--- config.mk ---
export PLATFORM = sky130hd
export DESIGN_NAME = wake_seq
export DESIGN_NICKNAME = d
export VERILOG_FILES = /design/src/rtl/wake_seq_pkg.sv /design/src/rtl/wake_sync.sv /design/src/rtl/wake_filter.sv /design/src/rtl/hold_timer.sv /design/src/rtl/wake_seq.sv
export SDC_FILE = /design/constraint.sdc
export NUM_CORES = 1
export LEC_CHECK = 0
export BUFFER_PORTS_ARGS = -buffer_cell sky130_fd_sc_hd__buf_2
export CAP_MARGIN = 15
export CORE_ASPECT_RATIO = 1.75
export CORE_UTILIZATION = 35
export CTS_CLUSTER_DIAMETER = 150
export DETAILED_ROUTE_END_ITERATION = 10
export SLEW_MARGIN = 20
export SYNTH_ARGS = -nofsm -noshare
export SYNTH_HDL_FRONTEND = slang
export SYNTH_HIERARCHICAL = 1
export SYNTH_SLANG_ARGS = --single-unit
--- constraint.sdc ---
create_clock -name clk -period 7.4 [get_ports clk]
set_input_delay 0 -clock clk [delete_from_list [all_inputs] [get_ports clk]]
set_output_delay 0 -clock clk [all_outputs]
set_load 0.01 [all_outputs]
--- src/rtl/wake_seq_pkg.sv ---
package wake_seq_pkg;
  typedef enum logic [1:0] {
    ST_RUN   = 2'd0,
    ST_HIBER = 2'd1,
    ST_HOLD  = 2'd2
  } wake_state_e;

  localparam int unsigned OFS_HIBER = 'h20;
  localparam int unsigned OFS_FILT  = 'h24;
  localparam int unsigned OFS_HOLD  = 'h28;
endpackage

--- src/rtl/wake_sync.sv ---
module wake_sync #(
  parameter int STAGES = 2
) (
  input  logic clk,
  input  logic rst,
  input  logic d,
  output logic q
);
  logic [STAGES-1:0] sh;

  generate
    if (STAGES == 1) begin : g_one
      always_ff @(posedge clk) begin
        if (rst) sh <= '0;
        else     sh <= d;
      end
    end else begin : g_many
      always_ff @(posedge clk) begin
        if (rst) sh <= '0;
        else     sh <= {sh[STAGES-2:0], d};
      end
    end
  endgenerate

  assign q = sh[STAGES-1];
endmodule

--- src/rtl/wake_filter.sv ---
module wake_filter #(
  parameter int CW = 16
) (
  input  logic          clk,
  input  logic          rst,
  input  logic          armed,
  input  logic          pin,
  input  logic [CW-1:0] limit,
  output logic          accept
);
  logic [CW-1:0] cnt;

  // accept is combinational so the FSM can move on the same tick
  assign accept = armed && pin && (cnt >= limit);

  always_ff @(posedge clk) begin
    if (rst || !armed || !pin) cnt <= '0;
    else if (cnt < limit)      cnt <= cnt + 1'b1;
  end
endmodule

--- src/rtl/hold_timer.sv ---
module hold_timer #(
  parameter int CW = 12
) (
  input  logic          clk,
  input  logic          rst,
  input  logic          load,
  input  logic [CW-1:0] len,
  output logic          expired
);
  logic [CW-1:0] cnt;

  assign expired = (cnt == '0);

  always_ff @(posedge clk) begin
    if (rst)                cnt <= '0;
    else if (load)          cnt <= len;
    else if (cnt != '0)     cnt <= cnt - 1'b1;
  end
endmodule

--- src/rtl/wake_seq.sv ---
module wake_seq
  import wake_seq_pkg::*;
#(
  parameter int ADDR_W      = 6,
  parameter int DATA_W      = 32,
  parameter int FILT_MSB    = 15,
  parameter int FILT_LSB    = 5,
  parameter int HOLD_MSB    = 11,
  parameter int HOLD_LSB    = 5,
  parameter int SYNC_STAGES = 2,
  parameter int HIBER_ADDR  = OFS_HIBER,
  parameter int FILT_ADDR   = OFS_FILT,
  parameter int HOLD_ADDR   = OFS_HOLD
) (
  input  logic              clk,
  input  logic              rst,
  input  logic [ADDR_W-1:0] bus_addr,
  input  logic              bus_we,
  input  logic [DATA_W-1:0] bus_wdata,
  output logic [DATA_W-1:0] bus_rdata,
  input  logic              wake_pin,
  output logic              pwr_en,
  output logic              sys_rst_n
);
  localparam int FW  = FILT_MSB - FILT_LSB + 1;
  localparam int HW  = HOLD_MSB - HOLD_LSB + 1;
  localparam int FCW = FILT_MSB + 1;
  localparam int HCW = HOLD_MSB + 1;

  wake_state_e   state, state_d;
  logic [FW-1:0] filt_q;
  logic [HW-1:0] hold_q;
  logic          wake_s;
  logic          accept;
  logic          expired;
  logic          hib_cmd;

  // Register writes
  assign hib_cmd = bus_we && (bus_addr == ADDR_W'(HIBER_ADDR)) && bus_wdata[0];

  always_ff @(posedge clk) begin
    if (rst) begin
      filt_q <= '0;
      hold_q <= '0;
    end else if (bus_we) begin
      if (bus_addr == ADDR_W'(FILT_ADDR)) filt_q <= bus_wdata[FILT_MSB:FILT_LSB];
      if (bus_addr == ADDR_W'(HOLD_ADDR)) hold_q <= bus_wdata[HOLD_MSB:HOLD_LSB];
    end
  end

  // Registered read path
  always_ff @(posedge clk) begin
    if (rst) begin
      bus_rdata <= '0;
    end else begin
      bus_rdata <= '0;
      if (bus_addr == ADDR_W'(HIBER_ADDR))
        bus_rdata[0] <= (state == ST_HIBER);
      else if (bus_addr == ADDR_W'(FILT_ADDR))
        bus_rdata[FILT_MSB:FILT_LSB] <= filt_q;
      else if (bus_addr == ADDR_W'(HOLD_ADDR))
        bus_rdata[HOLD_MSB:HOLD_LSB] <= hold_q;
    end
  end

  wake_sync #(.STAGES(SYNC_STAGES)) u_sync (
    .clk (clk),
    .rst (rst),
    .d   (wake_pin),
    .q   (wake_s)
  );

  wake_filter #(.CW(FCW)) u_filter (
    .clk    (clk),
    .rst    (rst),
    .armed  (state == ST_HIBER),
    .pin    (wake_s),
    .limit  ({filt_q, {FILT_LSB{1'b0}}}),
    .accept (accept)
  );

  hold_timer #(.CW(HCW)) u_hold (
    .clk     (clk),
    .rst     (rst),
    .load    (accept),
    .len     ({hold_q, {HOLD_LSB{1'b0}}}),
    .expired (expired)
  );

  // Sequencing
  always_comb begin
    state_d = state;
    case (state)
      ST_RUN:   if (hib_cmd) state_d = ST_HIBER;
      ST_HIBER: if (accept)  state_d = ST_HOLD;
      ST_HOLD:  if (expired) state_d = ST_RUN;
      default:               state_d = ST_RUN;
    endcase
  end

  always_ff @(posedge clk) begin
    if (rst) begin
      state     <= ST_RUN;
      pwr_en    <= 1'b1;
      sys_rst_n <= 1'b1;
    end else begin
      state     <= state_d;
      pwr_en    <= (state_d != ST_HIBER);
      sys_rst_n <= (state_d == ST_RUN);
    end
  end
endmodule

==> flow_metrics.py <==
metrics = {
    "synth": {
        "ys.flop_type": "dfxtp_1",
        "ys_seq_area_share_pct": 34.9,
        "synth_seq_cells": 64,
        "synth_cell_types": 54,
        "synth.top_cell.area_share_pct": 34.9,
        "synth_area_leaders": "dfxtp_1 35%, mux2i_1 6.6%, ha_1 6.5%",
        "syn-cell-area_um2": 3670,
        "avgSynthCellArea_um2": 8.84,
        "synth_cells": 415,
        "synth_edf_count": 0,
        "ys_warn_count": 6,
        "synth-async-reset-ratio_pct": 0,
        "synth.largest_area_cell": "dfxtp_1",
    },
    "timing": {
        "setup-tns-final_ns": 0,
        "min_period_ns": 3.74,
        "post-route-period-util_pct": 50.5,
        "slew_headroom_pct": 31.9,
        "timing.fmax_ghz": 0.268,
        "drv_slew": 0,
        "whs_ns": 0.0445,
        "tightest_slew_ns": 1.02,
        "rsz0062_at_grt": "no",
        "fin_worst_skew_ns": 0.00552,
        "setup_violations": 0,
        "setup_ws_ns": 3.66,
        "hold_viol": 0,
    },
    "drt": {
        "wl_mm": 8.86,
        "drc": 0,
        "detail_route.wl_per_cell_um": 14.9,
        "drt-vias-per-instance": 5.26,
        "final_antenna_net_count": 0,
        "drt_iter0_drc": 154,
        "dr_total_vias": 3129,
        "first_pass_iters": 4,
    },
    "clock_tree": {
        "clk_pin_slew_ns": 0.05,
        "ctsLongestPathBuffers": 2,
        "htree_levels": 3,
        "cts_buffers": 9,
        "clk_root_buffer_cell": "clkbuf_16",
        "cts-resized-gates": 0,
        "postCtsSetupBuffers": 0,
        "cts_tree": "done",
        "clkLatencyLatePin_ns": 0.34,
        "clock-sinks": 64,
    },
    "global_route": {
        "first_global_vias": 3109,
        "grt_pass1_wl_mm": 14.5,
        "antenna_found_initial": 0,
        "grtUsageTotal_pct": 17.4,
        "grt_max_degree": 67,
        "overflow": 0,
    },
    "layout": {
        "final_nets": 525,
        "drive_above_1_share_pct": 14.1,
        "seq_area_um2": 1280,
        "area_growth_pct": 17.1,
        "finalCoreUtilization_pct": 41.9,
        "multi_input_area_um2": 2130,
        "antenna_cells": 0,
        "fill_cells": 1016,
    },
    "run": {
        "drv_cap": 0,
    },
    "power": {
        "swShare_pct": 30.3,
        "p_sw_mw": 0.333,
        "power_density_nw_per_um2": 256,
        "ir_worst_vdd_mv": 0.165,
        "p_int_mw": 0.766,
        "p_seq_share_pct": 37.2,
        "p_comb_share_pct": 24.8,
        "p_leak_nw": 1.72,
        "clkPwrFrac_pct": 38.0,
    },
    "critical_path": {
        "crit_type": "reg -> reg",
        "required_ns": 7.59,
        "end_kind": "flip-flop",
        "cp-start-kind": "flip-flop",
        "cp_slowest_stage_delay_ns": 0.90,
        "cp_cell_sequence": "inv_1, ha_1, nand4_1, nor4_1, o21a_1, a2111oi_0, nor2_1, buf_4, inv_1, nor2_1, a211oi_1",
        "worst_ep_arrival_time_ns": 3.93,
        "cp_slowest_cell": "o21a_1",
        "timing.critical_path.fanout_max": 29,
    },
    "floorplan": {
        "die_h_um": 137,
        "start_util_pct": 35.8,
        "row_count": 49,
        "fp.coreArea_um2": 10200,
        "ios": 76,
        "die_x_um": 79.4,
        "dieArea_um2": 10900,
    },
    "outcome": {
        "outcome": "finished clean",
    },
    "worst_hold_path": {
        "hold_class": "in -> reg",
    },
    "place": {
        "dp_hpwl_mm": 6.45,
        "place_ws_ns": 3.74,
        "port_buffers": 35,
        "place_congestion": 0.820,
    },
}
==> flip-flops by register name, indices dropped and copies added (netlist names) <==
register,count
bus_rdata,12
filt_q,11
hold_q,7
pwr_en,1
state,2
sys_rst_n,1
u_filter/cnt,16
u_hold/cnt,12
u_sync/sh,2
==> layer usage <==
layer / global-route usage, % / part of all wire, %
met1: 17.2 / 39
met5: 0 / 0
met2: 32.4 / 55
met4: 10.4 / 2.9
met3: 4.11 / 3.4
==> path summary, 6_finish.rpt <==
path,startpoint,depth (start not counted),slack [ns],endpoint
setup / recovery,filt_q[9]$_SDFFE_PP0P_,11,3.66,u_hold/cnt[10]$_SDFFE_PP0P_
hold / removal,bus_addr[1],3,0.04,bus_rdata[0]$_SDFF_PP0_
setup reg to reg,filt_q[9]$_SDFFE_PP0P_,11,3.66,u_hold/cnt[10]$_SDFFE_PP0P_
hold reg to reg,u_sync/sh[0]$_SDFF_PP0_,1,0.44,u_sync/sh[1]$_SDFF_PP0_
==> stage by stage <==
stage / power (mW) / cell area (µm²) / cells
3_3_place_gp: 0.669 / 3880 / 568
6_report: 1.10 / 4290 / 595
3_5_place_dp: 0.677 / 3880 / 568
5_1_grt: 1.15 / 4290 / 595
2_1_floorplan: 0.625 / 3780 / 444
4_1_cts: 1.10 / 4290 / 595
==> placed cells by master, fill, tap and decap left out, types with 17 or more instances in the layout <==
master / n
a21oi_1: 17
buf_2: 35
conb_1: 30
dfxtp_1: 64
ha_1: 19
inv_1: 30
mux2i_1: 24
nand2_1: 19
nand2b_1: 32
nor2_1: 22
==> final cells by class <==
type                    count  share of cell area [%]
multi-input cells         309                    49.7
flip-flops and latches     64                    29.8
repair buffers             50                    7.40
clock buffers              11                    5.65
well taps                 127                    3.70
inverters                  30                    2.62
clock inverters             4                    1.05
==> critical path, delay by kind of cell (launching register included) <==
kind / cells / cell delay, ns
buf+inv: 3 / 0.51
flops: 1 / 0.34
fa+ha+maj: 1 / 0.30
compound gates: 3 / 1.18
simple gates: 4 / 1.25
==> synthesized netlist by cell type, drive strengths merged, types with 2 or more instances <==
| library cell | number |
|---|---|
| dfxtp | 64 |
| nand2b | 32 |
| inv | 30 |
| buf | 26 |
| mux2i | 24 |
| nor2 | 22 |
| ha | 19 |
| nand2 | 19 |
| a21oi | 17 |
| clkbuf | 15 |
| nand4 | 12 |
| or3 | 12 |
| nor3 | 10 |
| nand3 | 9 |
| a22oi | 8 |
| and3 | 8 |
| nor4 | 8 |
| o311ai | 8 |
| o41ai | 8 |
| nor2b | 7 |
| o21a | 7 |
| o21ai | 5 |
| o31a | 5 |
| o31ai | 5 |
| or4 | 5 |
| a211oi | 4 |
| a221oi | 4 |
| a211o | 2 |
| a21o | 2 |
| a311oi | 2 |
| nand3b | 2 |
| or2 | 2 |
==> power by group through the flow <==
stage | Clock [mW] | Sequential (mW) | Combinational, mW
final | 0.418 | 0.409 | 0.272
after floorplan | 0 | 0.407 | 0.219
after global routing | 0.441 | 0.413 | 0.299
after CTS | 0.426 | 0.408 | 0.268
after detailed placement | 0 | 0.415 | 0.262
after global placement | 0 | 0.414 | 0.256
==> logic make-up after synthesis <==
kind of cell | synth area share, %
fa+ha+maj | 6.48
flops | 34.9
compound gates | 17.0
buf+inv | 10.0
mux | 6.55
simple gates | 25.0
other cells | 0.102
==> timing repair <==
action,4_1_cts,5_1_grt
hold buffers,12,0
setup endpoints to repair,0,0
endpoints found under the hold margin,18,0
Note: power is estimated with default switching activity, not from simulation.
